`src/rtl/uart_regfront_pkg.sv`:
```
package uart_regfront_pkg;
  // register byte offsets
  localparam logic [7:0] OFS_DATA  = 8'h00;
  localparam logic [7:0] OFS_RSTAT = 8'h04;
  localparam logic [7:0] OFS_CTRL  = 8'h08;
  localparam logic [7:0] OFS_FLAG  = 8'h18;
  localparam logic [7:0] OFS_ISTAT = 8'h1C;

  // control bits
  localparam int CB_PEN  = 0;
  localparam int CB_RXIE = 4;
  localparam int CB_TXIE = 5;

  // flag bits
  localparam int FB_RXEMPTY = 4;
  localparam int FB_RXFULL  = 6;
  localparam int FB_TXIDLE  = 7;

  // receive status and interrupt status bits
  localparam int SB_OVERRUN = 3;
  localparam int IB_RX      = 0;
  localparam int IB_TX      = 1;

  typedef struct packed {
    logic txie;
    logic rxie;
    logic pen;
  } ctrl_t;
endpackage

```
`src/rtl/uart_regfront_rxq.sv`:
```
module uart_regfront_rxq #(
  parameter int BYTE_W = 8,
  parameter int DEPTH  = 16,
  localparam int PTR_W = (DEPTH > 1) ? $clog2(DEPTH) : 1,
  localparam int CNT_W = $clog2(DEPTH + 1)
) (
  input  logic              clk,
  input  logic              rst,
  input  logic              push,
  input  logic [BYTE_W-1:0] din,
  input  logic              pop,
  output logic [BYTE_W-1:0] dout,
  output logic              push_ok,
  output logic              drop,
  output logic [CNT_W-1:0]  count,
  output logic [CNT_W-1:0]  count_next
);
  logic [BYTE_W-1:0] mem [DEPTH];
  logic [PTR_W-1:0]  wr_ptr, rd_ptr;
  logic              pop_ok;

  assign pop_ok  = pop && (count != '0);
  assign push_ok = push && ((count != CNT_W'(DEPTH)) || pop_ok);
  assign drop    = push && !push_ok;

  always_comb begin
    count_next = count;
    if (push_ok && !pop_ok) count_next = count + 1'b1;
    else if (pop_ok && !push_ok) count_next = count - 1'b1;
  end

  // storage without reset so it maps onto block RAM; read is old-data
  always_ff @(posedge clk) begin
    if (push_ok) mem[wr_ptr] <= din;
    if (pop_ok) dout <= mem[rd_ptr];
  end

  always_ff @(posedge clk) begin
    if (rst) begin
      wr_ptr <= '0;
      rd_ptr <= '0;
      count  <= '0;
    end else begin
      count <= count_next;
      if (push_ok)
        wr_ptr <= (wr_ptr == PTR_W'(DEPTH - 1)) ? '0 : wr_ptr + 1'b1;
      if (pop_ok)
        rd_ptr <= (rd_ptr == PTR_W'(DEPTH - 1)) ? '0 : rd_ptr + 1'b1;
    end
  end
endmodule

```
`src/rtl/uart_regfront_ictl.sv`:
```
module uart_regfront_ictl
  import uart_regfront_pkg::*;
(
  input  logic  clk,
  input  logic  rst,
  input  logic  ctrl_wr,
  input  ctrl_t ctrl_wdata,
  input  logic  rstat_wr,
  input  logic  byte_in,
  input  logic  byte_drop,
  input  logic  byte_out,
  input  logic  avail_next,
  output ctrl_t ctrl,
  output logic  overrun,
  output logic  rx_int,
  output logic  tx_int,
  output logic  irq
);
  logic rx_n, tx_n, en_rx;

  assign en_rx = ctrl.pen && ctrl.rxie;

  always_comb begin
    rx_n = rx_int;
    tx_n = tx_int;
    if (byte_in && en_rx) rx_n = 1'b1;
    if (byte_out) begin
      if (!avail_next) rx_n = 1'b0;
      else if (en_rx) rx_n = 1'b1;
    end
    if (ctrl_wr) begin
      if (ctrl_wdata.pen) begin
        tx_n = ctrl_wdata.txie;
        if (!ctrl_wdata.rxie) rx_n = 1'b0;
        else if (avail_next) rx_n = 1'b1;
      end else begin
        rx_n = 1'b0;
        tx_n = 1'b0;
      end
    end
  end

  always_ff @(posedge clk) begin
    if (rst) begin
      ctrl    <= '0;
      overrun <= 1'b0;
      rx_int  <= 1'b0;
      tx_int  <= 1'b0;
      irq     <= 1'b0;
    end else begin
      if (ctrl_wr) ctrl <= ctrl_wdata;
      if (byte_drop) overrun <= 1'b1;
      else if (rstat_wr || byte_out) overrun <= 1'b0;
      rx_int <= rx_n;
      tx_int <= tx_n;
      irq    <= rx_n | tx_n;
    end
  end
endmodule

```
`src/rtl/uart_regfront.sv`:
```
module uart_regfront
  import uart_regfront_pkg::*;
#(
  parameter int ADDR_W = 5,
  parameter int DEPTH  = 16,
  localparam int BYTE_W = 8,
  localparam int DATA_W = 32,
  localparam int CNT_W  = $clog2(DEPTH + 1)
) (
  input  logic              clk,
  input  logic              rst,
  input  logic              bus_sel,
  input  logic              bus_we,
  input  logic [ADDR_W-1:0] bus_addr,
  input  logic [DATA_W-1:0] bus_wdata,
  output logic [DATA_W-1:0] bus_rdata,
  input  logic              rx_valid,
  input  logic [BYTE_W-1:0] rx_byte,
  output logic              tx_valid,
  output logic [BYTE_W-1:0] tx_byte,
  output logic              irq
);
  logic hit_data, hit_rstat, hit_ctrl, hit_flag, hit_istat;
  logic rd, wr;
  ctrl_t ctrl, ctrl_wdata;
  logic pen, rxie, rx_int, tx_int, overrun;
  logic push_ok, drop, pop;
  logic [CNT_W-1:0] rxq_count, rxq_count_next;
  logic [BYTE_W-1:0] rxq_dout;
  logic rx_empty, rx_full;
  logic [DATA_W-1:0] word_q;
  logic from_q;

  assign rd = bus_sel && !bus_we;
  assign wr = bus_sel && bus_we;
  assign hit_data  = (bus_addr == ADDR_W'(OFS_DATA));
  assign hit_rstat = (bus_addr == ADDR_W'(OFS_RSTAT));
  assign hit_ctrl  = (bus_addr == ADDR_W'(OFS_CTRL));
  assign hit_flag  = (bus_addr == ADDR_W'(OFS_FLAG));
  assign hit_istat = (bus_addr == ADDR_W'(OFS_ISTAT));

  assign pen  = ctrl.pen;
  assign rxie = ctrl.rxie;
  assign pop  = rd && hit_data && pen && (rxq_count != '0);
  assign rx_empty = (rxq_count == '0);
  assign rx_full  = (rxq_count == CNT_W'(DEPTH));

  assign ctrl_wdata.pen  = bus_wdata[CB_PEN];
  assign ctrl_wdata.rxie = bus_wdata[CB_RXIE];
  assign ctrl_wdata.txie = bus_wdata[CB_TXIE];

  uart_regfront_rxq #(.BYTE_W(BYTE_W), .DEPTH(DEPTH)) u_rxq (
    .clk(clk), .rst(rst),
    .push(rx_valid), .din(rx_byte),
    .pop(pop), .dout(rxq_dout),
    .push_ok(push_ok), .drop(drop),
    .count(rxq_count), .count_next(rxq_count_next)
  );

  uart_regfront_ictl u_ictl (
    .clk(clk), .rst(rst),
    .ctrl_wr(wr && hit_ctrl), .ctrl_wdata(ctrl_wdata),
    .rstat_wr(wr && hit_rstat),
    .byte_in(push_ok), .byte_drop(drop), .byte_out(pop),
    .avail_next(rxq_count_next != '0),
    .ctrl(ctrl), .overrun(overrun),
    .rx_int(rx_int), .tx_int(tx_int), .irq(irq)
  );

  // registered read path; FIFO head is taken from its own read register
  always_ff @(posedge clk) begin
    if (rst) begin
      word_q <= '0;
      from_q <= 1'b0;
    end else if (rd) begin
      from_q <= pop;
      word_q <= '0;
      if (hit_data) word_q <= '1;
      if (hit_rstat) word_q[SB_OVERRUN] <= overrun;
      if (hit_ctrl) begin
        word_q[CB_PEN]  <= ctrl.pen;
        word_q[CB_RXIE] <= ctrl.rxie;
        word_q[CB_TXIE] <= ctrl.txie;
      end
      if (hit_flag) begin
        word_q[FB_RXEMPTY] <= rx_empty;
        word_q[FB_RXFULL]  <= rx_full;
        word_q[FB_TXIDLE]  <= 1'b1;
      end
      if (hit_istat) begin
        word_q[IB_RX] <= rx_int;
        word_q[IB_TX] <= tx_int;
      end
    end
  end

  assign bus_rdata = from_q ? {{(DATA_W - BYTE_W){1'b0}}, rxq_dout} : word_q;

  always_ff @(posedge clk) begin
    if (rst) begin
      tx_valid <= 1'b0;
      tx_byte  <= '0;
    end else begin
      tx_valid <= wr && hit_data && pen;
      if (wr && hit_data && pen) tx_byte <= bus_wdata[BYTE_W-1:0];
    end
  end
endmodule

```
`config.mk`:
```
export PLATFORM = sky130hd
export DESIGN_NAME = uart_regfront
export DESIGN_NICKNAME = d
export VERILOG_FILES = /design/src/rtl/uart_regfront_pkg.sv /design/src/rtl/uart_regfront_rxq.sv /design/src/rtl/uart_regfront_ictl.sv /design/src/rtl/uart_regfront.sv
export SDC_FILE = /design/constraint.sdc
export NUM_CORES = 1
export LEC_CHECK = 0
export ABC_AREA = 1
export ABC_CLOCK_PERIOD_IN_PS = 4850
export BUFFER_PORTS_ARGS = -buffer_cell sky130_fd_sc_hd__buf_2
export CAP_MARGIN = 20
export CORE_ASPECT_RATIO = 1.25
export CORE_MARGIN = 2
export CORE_UTILIZATION = 45
export CTS_CLUSTER_SIZE = 20
export DETAILED_ROUTE_END_ITERATION = 10
export GPL_TIMING_DRIVEN = 0
export SETUP_SLACK_MARGIN = 0.05
export SYNTH_ARGS = -nofsm -noshare
export SYNTH_HDL_FRONTEND = slang
export SYNTH_HIERARCHICAL = 1
export SYNTH_SLANG_ARGS = --single-unit
export TNS_END_PERCENT = 50
```
`constraint.sdc`:
```
create_clock -name clk -period 4.85 [get_ports clk]
set_input_delay 0.485 -clock clk [delete_from_list [all_inputs] [get_ports clk]]
set_output_delay 0.485 -clock clk [all_outputs]
set_load 0.01 [all_outputs]
```
Word level (Yosys, flattened, before mapping):

Memories as Yosys holds them, arrays and structs flattened. A register that Yosys moved wholly into a read port is not among the register bits.
Cells that the tools add are included.

* add/subtract/negate cells: 4
* eq/ne operators: 8
* mux-type cells: 26
* bitwise operators: 1
* reduce and logical (&&, ||, !) cells: 26

Operators by type and width (count)
* $mux W32: 2
* $mux W1: 17
* $logic_and A1 B1 Y1: 16
* $eq A5 B5 Y1 const B: 3
* $logic_not A5 Y1: 2
* $mux W5: 2
* $reduce_bool A5 Y1: 2
* $add A4 B1 Y4 const B: 2
* $eq A4 B4 Y1 const B: 2
* $mux W4: 2
* $mux W2: 3
* $add A5 B1 Y5 const B: 1
* $eq A5 B3 Y1 const B: 1
* $eq A5 B4 Y1 const B: 1
* $ne A5 B5 Y1 const B: 1
* $sub A5 B1 Y5 const B: 1
* $logic_not A1 Y1: 3
* $logic_or A1 B1 Y1: 2
* $reduce_bool A2 Y1: 1
* $or A1 B1 Y1: 1

* register bits: 62
* memory bits (writable): 128
* word-level logic and storage cells: 80
* memories: 1

Memory list
* u_rxq.mem: depth 16, bits a word 8, read ports 1, clocked after Yosys merged registers in 1, wr ports 1, RTL line uart_regfront_rxq.sv:18 `logic [BYTE_W-1:0] mem [DEPTH];`

Longest topological paths before layout:

Gate-level depths: netlist (run 1).

* word-level depth: 20
* gate-level depth with buffers: 19
* mapped depth without buffers: 19

Cells and area by module:

The synthesis (run 1) kept the hierarchy.

By module, submodules not included
* uart_regfront_rxq: instances 1, cells each 533, area an instance 6246.0 um^2, seq. area each 4344.2 um^2
* uart_regfront: instances 1, cells each 162, area an instance 1099.8 um^2, seq. area each 360.3 um^2
* uart_regfront_ictl: instances 1, cells each 41, area an instance 284.0 um^2, seq. area each 140.1 um^2

Worst setup path before layout (run 1):

Ideal clock, no wire load.

* path kind: input -> register
* start: input bus_addr[1]
* end: register u_ictl.irq
* library setup time: 0.113 ns
* data arrival time: 2.306 ns
* data required time: 4.737 ns
* path slack: 2.432 ns
* stages: 18
* path buffers: 0
* path through: nor2_4 nand2_4 nor2_4 nand2_1 nor2_2 inv_1 nor2_2 nand2_1 nand2_1 nand3_1 nand2_1 inv_1 nor3_1 nand2_1 o21ai_0 nor2_1 nand2_2 nand2_1

* cells in the longest elaborated chain, start to end: 19
* elaborated cells on any way between the ends: 27
* classes of those cells: 1 x eq/ne; 11 x mux; 1 x bitwise; 14 x reduce/logical

RTL lines
* start, declared: RTL line uart_regfront.sv:14 `input logic [ADDR_W-1:0] bus_addr,`
* $logic_not A5 Y1 *: RTL line uart_regfront.sv:36 `assign hit_data = (bus_addr == ADDR_W'(OFS_DATA));`
* $logic_and A1 B1 Y1 * (3 in series): RTL line uart_regfront.sv:44 `assign pop = rd && hit_data && pen && (rxq_count != '0);`
* named net pop: RTL line uart_regfront.sv:27 `logic push_ok, drop, pop;`
* $logic_and A1 B1 Y1 *: RTL line uart_regfront_rxq.sv:22 `assign pop_ok = pop && (count != '0);`
* $logic_or A1 B1 Y1: RTL line uart_regfront_rxq.sv:23 `assign push_ok = push && ((count != CNT_W'(DEPTH)) || pop_ok);`
* $logic_and A1 B1 Y1: RTL line uart_regfront_rxq.sv:23
* $logic_not A1 Y1: RTL line uart_regfront_rxq.sv:29 `else if (pop_ok && !push_ok) count_next = count - 1'b1;`
* $logic_and A1 B1 Y1: RTL line uart_regfront_rxq.sv:29
* [... 2 more ...]
* named net rxq_count_next[3]: RTL line uart_regfront.sv:28 `logic [CNT_W-1:0] rxq_count, rxq_count_next;`
* $reduce_bool A5 Y1 *: RTL line uart_regfront.sv:65 `.avail_next(rxq_count_next != '0),`
* $mux W1: RTL line uart_regfront_ictl.sv:28 `if (!avail_next) rx_n = 1'b0;`
* $mux W1: RTL line uart_regfront_ictl.sv:27 `if (byte_out) begin`
* $mux W1: RTL line uart_regfront_ictl.sv:35 `else if (avail_next) rx_n = 1'b1;`
* $mux W1: RTL line uart_regfront_ictl.sv:34 `if (!ctrl_wdata.rxie) rx_n = 1'b0;`
* $mux W1: RTL line uart_regfront_ictl.sv:32 `if (ctrl_wdata.pen) begin`
* $mux W1 *: RTL line uart_regfront_ictl.sv:31 `if (ctrl_wr) begin`
* $or A1 B1 Y1 *: RTL line uart_regfront_ictl.sv:56 `irq <= rx_n | tx_n;`
* end signal, assigned: RTL line uart_regfront_ictl.sv:56
* end, declared: RTL line uart_regfront_ictl.sv:17 `output logic irq`

Mark *: on every way through the listed nets, which the timed path passes. The rest lies on a longest branch.
A chain may end at the register's enable or synchronous reset.

Worst setup path in the final report (run 1):

* start: register u_rxq.count[3]
* end: memory u_rxq.mem[14][2] (enable)

* cells in the longest elaborated chain, start to end: 7
* elaborated cells on any way between the ends: 8
* classes of those cells: 1 x eq/ne; 2 x mux; 5 x reduce/logical

RTL lines
* start, declared: RTL line uart_regfront_rxq.sv:15 `output logic [CNT_W-1:0] count,`
* start signal, assigned: RTL line uart_regfront_rxq.sv:44 `count <= count_next;`
* $reduce_bool A5 Y1: RTL line uart_regfront.sv:44
* $logic_and A1 B1 Y1: RTL line uart_regfront.sv:44
* named net pop: RTL line uart_regfront.sv:27
* $logic_and A1 B1 Y1: RTL line uart_regfront_rxq.sv:22
* $logic_or A1 B1 Y1: RTL line uart_regfront_rxq.sv:23
* $logic_and A1 B1 Y1: RTL line uart_regfront_rxq.sv:23
* named net push_ok: RTL line uart_regfront.sv:27
* $mux W1: RTL line uart_regfront_rxq.sv:34 `if (push_ok) mem[wr_ptr] <= din;`
* $mux W1 (not written as such): RTL line uart_regfront_rxq.sv:34
* end, declared: RTL line uart_regfront_rxq.sv:18

The timed path passes the listed nets, and every way through them passes these cells.

==> flow_summary.ini, run 1 <==
[pwr]
p_leak_nw = 3.479
total_power_mw = 3.148
irDropWorstVdd_uv = 278.3
powerDensity_mw_per_mm2 = 356.3

[place]
place_congestion = 0.8510
placedInstanceArea_sq_mm = 0.008240
dp.final_hpwl_microns = 13350
io_buffers = 67

[sta]
max_freq_mhz = 337.1
period_share_pct = 61.17
relSlewSlack_pct = 28.97
rsz0062_at_grt = false
setup_viol = 0
fin_tns_setup_ns = 0
fin_skew_ns = 0.009568
layout_min_cycle_time_ns = 2.967
slew_viol_final = 0
worst_pin_slew_ns = 1.056
hold_viol = 0

[cells_and_area]
multiInputGateArea_sq_mm = 0.002252
fin_area_sq_mm = 0.008835
nNetsFinal = 880
area_growth_pct = 15.79
num_antenna_cells = 0
final.fill_count = 1479
ff_latch_area_sq_mm = 0.004845
drive_gt1_share_pct = 18.54

[worst_hold_path]
min_from = bus_wdata[2]
hold_end = tx_byte[2]
hp-class = in2reg
min_path_cells = 3

[worst_setup_path]
r2r_setup_slack_ns = 1.88
worstSetupStartpointType = flop
critPathBufInv = 1
r2r_start = u_rxq/count[3]
path_delay_family = simple AND/OR/NAND/NOR gates
cp_data_arrival_time_ns = 3.01
reg2reg_to = u_rxq/mem[14][2]
critPathMaxFanout = 8
path_class = reg2reg
cp_cell_sequence = nor2_1 -> nand2_1 -> o21ai_0 -> nor2_2 -> inv_1 -> nand2_1 -> nor2_1 -> nor2_4 -> nand2_1 -> nor2_1
worstSetupEndpointType = flop
required_ns = 4.90
critPathMaxStageDelay_ns = 0.72
crit_slowest_cell = nor2_1
reg2reg_depth = 10

[logic_synthesis]
ys_ff_latch = 174
yosysSeqAreaShare_pct = 63.50
yosysWarnings = 6
syn_nets = 793
synthesis.area_sq_mm = 0.007630
syn_area_per_cell_sq_um = 10.37
netlist_instances = 736
ys_types = 36

[global_route]
grt_usage_pct = 21.88
grt_pass1_wl_microns = 29200
overflow = 0
grt_pass1_vias = 5401
grt_max_degree = 25
antenna_found_initial = 0

[floorplan]
chipWidth_microns = 120.5
fp.coreArea_sq_mm = 0.01671
chipHeight_microns = 149.6
rows = 53
ioPinCount = 92
die-area_sq_mm = 0.01802
start_util_pct = 45.66

[clocking]
cts_buffers = 17
cts_setup_buffers = 0
cts_resized = 0
cts.sinks = 174
htree_levels = 4
path_clk_slew_ns = 0.07
postCtsHoldBufs = 0
cts_tree = done
cts.path.max_buffers = 2
clock_latency_ns = 0.42
cts-root-buf = clkbuf_16

[route]
detail_route.wl_per_cell_microns = 18.28
viasPerCell = 5.304
vias = 5601
drt-pass1-iter-count = 7
first_iter_violations = 537
drt-total-wl_microns = 19300
postRouteAntennaNets = 0
drc = 0

[run_status]
status = finished, final reports clean

[run]
cap_violations = 0
[state kept, by name, summed over array words and instances, names as in the netlist]
signal,flops
tx_valid,1
u_rxq/rd_ptr,4
u_ictl/overrun,1
u_ictl/rx_int,1
u_rxq/dout,8
tx_byte,8
u_ictl/tx_int,1
word_q,8
u_rxq/mem,128
u_ictl/irq,1
u_rxq/count,5
u_ictl/ctrl,3
u_rxq/wr_ptr,4
from_q,1
[metal layers]
layer / vias up / share of wire (%) / GRT usage (%) / wire length (microns)
li1: 2696 / - / - / -
met1: 2652 / 39 / 25.75 / 7532
met2: 216 / 51 / 37.74 / 9810
met3: 37 / 6.5 / 4.840 / 1259
met4: 0 / 3.6 / 10.76 / 701
met5: - / 0 / 0 / 0
[tightest hold or removal path, delay by kind of cell]
kind,cells,cell delay [ns]
compound gates,1,0.06
buf+inv,1,0.07
simple gates,1,0.08
[metrics by stage]
step | utilization [%] | hold slack [ns] | setup slack [ns] | instances
2_1_floorplan | - | 0.4364 | 2.432 | 736
3_3_place_gp | 49.31 | 0.4596 | 1.680 | 1023
3_5_place_dp | 49.31 | 0.4727 | 1.637 | 1023
4_1_cts | 52.80 | 0.3001 | 1.896 | 1055
5_1_grt | 52.87 | 0.3114 | 1.665 | 1056
6_report | 52.87 | 0.3074 | 1.883 | 1056
[synth_stat cells, drive strengths merged]
library cell	number	area, sq um
clkinv	3	16.27
dfxtp	38	760.7
nor3	3	15.01
xor2	5	43.79
inv	56	210.2
nand3b	3	35.03
nor4	2	12.51
o211ai	28	210.2
o31ai	1	7.510
clkbuf	12	45.04
a21oi	35	175.2
nand2	98	392.9
ha	7	87.58
buf	40	261.5
a31oi	1	6.260
nand3	37	210.2
a211oi	1	7.510
o22ai	1	6.260
o21ai	86	430.4
nand4	9	62.56
edfxtp	136	4084
nor2	134	549.3
[cells by family after synthesis]
group           after synthesis  share of synthesized area [%]
compound gates              153                          11.05
simple gates                286                          16.74
buf+inv                     111                          6.986
fa+ha+maj                     7                          1.148
flops                       174                          63.50
xor+xnor                      5                         0.5739
[cell usage in the layout, fill, tap and decap left out, types with 4 or more instances in the layout]
cell type	instances
o21ai_1	6
dfxtp_1	38
nand4_1	8
clkbuf_1	12
o211ai_1	28
a21oi_1	35
o21ai_0	80
clkbuf_16	17
clkinv_1	4
buf_4	23
inv_1	53
ha_1	7
inv_6	4
buf_2	81
nor2_1	127
nand3_1	35
nand2_1	94
edfxtp_1	136
xor2_1	5
[how the worst max path moves through the flow]
stage                         from               end  slack, ns  cells after the start
detailed placement     bus_addr[1]   u_rxq/mem[6][0]       1.64                     12
global placement       bus_addr[4]   u_rxq/mem[9][5]       1.68                     12
finish              u_rxq/count[3]  u_rxq/mem[14][2]       1.88                     10
global route        u_rxq/count[3]   u_rxq/mem[1][1]       1.66                     10
CTS                 u_rxq/count[3]   u_rxq/mem[6][2]       1.90                     10
floorplan              bus_addr[1]        u_ictl/irq       2.43                     18
[power breakdown]
group / internal, mW / total (mW) / leakage, nW / switching [mW]
clock: 0.767 / 1.35 / 0.291 / 0.580
sequential: 1.63 / 1.63 / 1.54 / 0.00878
combinational: 0.0591 / 0.166 / 1.65 / 0.107
[final cells by class]
type / instances / area share (%)
buffer: 52 / 3.470
multi-input combinational: 451 / 25.49
sequential: 174 / 54.84
timing repair buffer: 68 / 3.923
clock inverter: 15 / 1.784
tap: 220 / 3.116
inverter: 59 / 2.563
clock buffer: 17 / 4.815
Power figures use the tool's default switching activity.
==> run 2: changes to the inputs <==
Settings changed: ABC_CLOCK_PERIOD_IN_PS 4850 to 2700, PLACE_DENSITY from default to 0.67.
Clock period 4.85 ns to 2.7 ns, I/O delays scaled along.
==> flow_summary.ini, run 2 (synthesis results as in run 1) <==
[floorplan]
start_util_pct = 45.66
rows = 53
ioPinCount = 92
fp.coreArea_sq_mm = 0.01671
chipHeight_microns = 149.6
chipWidth_microns = 120.5
die-area_sq_mm = 0.01802

[worst_setup_path]
reg2reg_to = u_rxq/mem[13][5]
reg2reg_depth = 10
cp_cell_sequence = nor2_2 -> nand2_1 -> o21ai_1 -> nor2_2 -> inv_1 -> nand2_1 -> nor2_1 -> nor2_4 -> nand2_1 -> nor2_2
critPathMaxStageDelay_ns = 0.49
worstSetupStartpointType = flop
path_class = reg2reg
critPathMaxFanout = 8
crit_end = u_rxq/mem[13][5]
crit_start = u_rxq/count[1]
r2r_start = u_rxq/count[1]
cp_data_arrival_time_ns = 2.58
r2r_setup_slack_ns = 0.18
worstSetupEndpointType = flop
crit_slowest_cell = nor2_2
required_ns = 2.76

[clocking]
htree_levels = 4
cts_buffers = 17
path_clk_slew_ns = 0.07
cts-root-buf = clkbuf_16
cts_tree = done
postCtsHoldBufs = 0
cts.sinks = 174
clock_latency_ns = 0.42
cts.path.max_buffers = 2

[route]
vias = 5644
drt-pass1-iter-count = 5
drc = 0
first_iter_violations = 439
viasPerCell = 5.325
postRouteAntennaNets = 0
detail_route.wl_per_cell_microns = 18.10
drt-total-wl_microns = 19190

[pwr]
total_power_mw = 5.575
irDropWorstVdd_uv = 417.7
p_leak_nw = 3.489
powerDensity_mw_per_mm2 = 622.4

[cells_and_area]
top_register = u_rxq/mem
largest_reg_flops = 128
num_antenna_cells = 0
drive_gt1_share_pct = 21.07
area_growth_pct = 17.40
layout_common_cells = 136 x edfxtp_1, 110 x nor2_1, 94 x nand2_1, 81 x buf_2, 79 x o21ai_0
final_common_cell = edfxtp_1
nNetsFinal = 884

[sta]
layout_min_cycle_time_ns = 2.519
setup_ws_ns = 0.1815
relSlewSlack_pct = 34.73
setup_viol = 0
fin_skew_ns = 0.006303
max_freq_mhz = 397.1
period_share_pct = 93.28
slew_viol_final = 0
rsz0062_at_grt = true
hold_viol = 0
worst_pin_slew_ns = 0.9702
whs_ns = 0.1038

[place]
place_congestion = 0.8576
dp.final_hpwl_microns = 12850
io_buffers = 67
pre_cts_slack_ns = -0.2595

[run]
cap_violations = 0

[global_route]
antenna_found_initial = 0
grt_usage_pct = 21.93
grt_max_degree = 17
overflow = 0
grt_pass1_vias = 5335
grt_pass1_wl_microns = 29260

[run_status]
status = finished, final reports clean

[worst_hold_path]
hp-class = in2reg
[run 2: cell types whose count changed in the layout (fill, tap and decap cells not counted), moves of 2 or more]
cell,before,now
nor2_1,127,110
nor2_4,3,14
nor2_2,3,9
buf_4,23,26
clkinv_4,3,5
[run 2: timing repair]
action | in CTS | in global routing
pin swaps | 2 | 1
endpoints found under the setup margin | 130 | 90
buffers inserted | 1 | 3
resized for setup | 27 | 4
[run 2: final cells by class]
cell class / count / area (sq um)
clock inverters: 15 / 136.4
multi-input cells: 451 / 2350
inverters: 59 / 226.5
clock buffers: 17 / 425.4
repair buffers: 72 / 389.1
fillers: 1497 / 7754
plain buffers: 52 / 306.5
well taps: 220 / 275.3
flip-flops and latches: 174 / 4848
[run 2: power by group]
part	switching, mW	internal, mW	leakage, nW
clock	1.05	1.28	0.275
combinational	0.198	0.108	1.68
sequential	0.0157	2.92	1.54
[run 2: worst min path at each step]
stage,startpoint,endpoint,cells past startpoint
6_report,bus_wdata[2],tx_byte[2],3
5_1_grt,bus_wdata[5],u_ictl/ctrl[2],3
4_1_cts,bus_wdata[2],tx_byte[2],3
3_5_place_dp,word_q[0],word_q[0],2
3_3_place_gp,word_q[0],word_q[0],2
2_1_floorplan,rst,u_ictl/ctrl[0],1
[run 2: critical path, delay by kind of cell (launching register included)]
kind	cells	cell delay, ns
and+or+nand+nor	8	1.53
DFF	1	0.44
buffers and inverters	1	0.13
AOI/OAI and AO/OA	1	0.07
[run 2: metal layers]
layer | vias up | track usage [%] | wire, microns
li1 | 2702 | - | -
met1 | 2706 | 26.30 | 7781
met2 | 198 | 37.91 | 9630
met3 | 38 | 4.649 | 1108
met4 | 0 | 9.767 | 667
met5 | - | 0 | 0
[run 2: per-stage QoR]
| step | instance area, sq um | cells | util (%) | setup TNS (ns) |
|---|---|---|---|---|
| 4_1_cts | 8925 | 1057 | 53.41 | 0 |
| 6_report | 8957 | 1060 | 53.60 | 0 |
| 5_1_grt | 8957 | 1060 | 53.60 | -0.1388 |
| 3_5_place_dp | 8252 | 1024 | 49.38 | -23.75 |
| 3_3_place_gp | 8240 | 1023 | 49.31 | -20.19 |
| 2_1_floorplan | 7630 | 736 | - | 0 |
==> run 3: changes to the inputs <==
Settings changed: BUFFER_PORTS_ARGS -buffer_cell sky130_fd_sc_hd__buf_2 to -buffer_cell sky130_fd_sc_hd__buf_4, SYNTH_HIERARCHICAL 1 to default.
==> flow_summary.ini, run 3 <==
[route]
drc = 0
postRouteAntennaNets = 0
drt-pass1-iter-count = 7
drt-total-wl_microns = 18260
detail_route.wl_per_cell_microns = 18.37
first_iter_violations = 437
vias = 5385
viasPerCell = 5.418

[worst_setup_path]
critPathBufInv = 3
cp_data_arrival_time_ns = 2.72
path_class = reg2reg
critPathMaxStageDelay_ns = 0.63
path_delay_family = simple AND/OR/NAND/NOR gates
cp_cell_sequence = inv_1 -> ha_1 -> nand3_2 -> nand2_1 -> inv_2 -> nand2_4 -> nand2_1 -> nand2_2 -> inv_2 -> nand2_1 -> nor2_1
worstSetupStartpointType = flop
required_ns = 2.77
critPathMaxFanout = 8
crit_slowest_cell = nor2_1
cp_common_cell = nand2_1
worstSetupEndpointType = flop

[logic_synthesis]
synthSimpleGateAreaFrac_pct = 14.11
synth-compound-area-share_pct = 12.01
synth_edf_count = 136
ys_types = 37
yosysWarnings = 0
synth_async_sr_flop_share_pct = 0
synth_top_family_by_area = simple AND/OR/NAND/NOR gates
yosys-top-cells-area = edfxtp_1 55%, dfxtp_1 10%, o21ai_0 5.5%
synth_common_cells = 136 x edfxtp_1, 104 x nor2_1, 82 x o21ai_0
netlist_instances = 678
yosys-mux-area-fraction_pct = 0.4541
synth_top_area_share_pct = 54.89
syn_area_per_cell_sq_um = 10.97
synth-main-ff-cell = edfxtp_1
yosysTopAreaCell = edfxtp_1
synthesis.area_sq_mm = 0.007440
yosysMostFrequentCell = edfxtp_1
syn_nets = 736
ys_ff_latch = 174
synth_fa_ha_area_share_pct = 1.345
yosysSeqAreaShare_pct = 65.12
synthXorXnorAreaFrac_pct = 0.7064

[global_route]
top_usage_layer = met2
grt_max_degree = 25
overflow = 0
met3_usage_pct = 4.205
antenna_found_initial = 0
grt_pass1_wl_microns = 28840
grt_usage_pct = 21.59
use_met1_pct = 27.42
grt_util_met2_pct = 36.67
grt_pass1_vias = 5244

[cells_and_area]
nNetsFinal = 823
largest_reg_flops = 128
final.fill_count = 1354
drive_gt1_share_pct = 21.59
final_common_cell = edfxtp_1
fin_area_sq_mm = 0.008897
top_register = u_rxq.mem
num_antenna_cells = 0
layout_common_cells = 136 x edfxtp_1, 93 x nor2_1, 92 x buf_4, 82 x o21ai_0, 73 x nand2_1
area_growth_pct = 19.59
stdcell_count = 994

[floorplan]
ioPinCount = 92
chipWidth_microns = 119.0
fp.coreArea_sq_mm = 0.01620
start_util_pct = 45.92
rows = 52
die-area_sq_mm = 0.01758
chipHeight_microns = 147.8

[place]
dp.final_hpwl_microns = 12850
dp_cells = 962
placedInstanceArea_sq_mm = 0.008223
io_buffers = 67
place_congestion = 0.9622

[clocking]
postCtsHoldBufs = 0
htree_levels = 4
cts_buffers = 17
clock_latency_ns = 0.44
cts.sinks = 174
cts-root-buf = clkbuf_16
cts_setup_buffers = 0
cts.path.max_buffers = 2
path_clk_slew_ns = 0.07
cts_tree = done
cts_resized = 4

[sta]
slew_viol_final = 0
fin_skew_ns = 0.007826
period_share_pct = 98.09
setup_viol = 0
whs_ns = 0.02715
layout_min_cycle_time_ns = 2.648
rsz0062_at_grt = true
worst_pin_slew_ns = 0.9438
max_freq_mhz = 377.6
relSlewSlack_pct = 37.01
hold_viol = 0

[pwr]
p_leak_nw = 3.335
irDropWorstVdd_uv = 445.0
total_power_mw = 5.871
powerDensity_mw_per_mm2 = 659.9

[run_status]
status = finished, final reports clean

[worst_hold_path]
hp-class = in2reg

[run]
cap_violations = 0
-- run 3: final cells by class --
type	count	area, sq um	share of cell area, %
plain buffers	53	300.3	3.375
flip-flops and latches	174	4845	54.45
inverters	44	165.2	1.856
clock buffers	17	425.4	4.781
clock inverters	15	209.0	2.348
repair buffers	68	510.5	5.738
multi-input cells	407	2172	24.41
well taps	216	270.3	3.038
-- run 3: routing by layer --
metal,vias up,wire [microns]
met5,-,0
met4,0,409
met3,27,1246
met2,233,9157
met1,2569,7445
li1,2556,-
-- run 3: metrics by stage --
stage	util, %	setup TNS, ns	worst slack (ns)
global placement	50.70	-2.448	-0.3063
finish	54.92	0	0.05156
CTS	54.75	0	0.01146
floorplan	-	0	0.4333
global route	54.92	-3.483	-0.1646
detailed placement	50.76	-0.00003708	-0.00003464
-- run 3: worst paths after layout --
kind                        from         endpoint  slack [ns]  cells past startpoint
setup / recovery  u_rxq.count[0]  u_rxq.mem[0][2]        0.05                     11
hold / removal               rst   u_ictl.ctrl[1]        0.03                      2
setup reg to reg  u_rxq.count[0]  u_rxq.mem[0][2]        0.05                     11
hold reg to reg        word_q[5]        word_q[5]        0.46                      2
-- run 3: cell families after synthesis --
kind of cell               after synthesis
xor gates and xnor gates                 6
buffers and inverters                   97
AOI/OAI and AO/OA                      156
and+or+nand+nor                        234
adders and majority gates                8
DFF                                    174
muxes                                    3
-- run 3: power by group --
part | switching [mW] | internal [mW] | total, mW
registers | 0.0136 | 2.92 | 2.93
clock network | 1.07 | 1.56 | 2.63
logic | 0.184 | 0.125 | 0.308
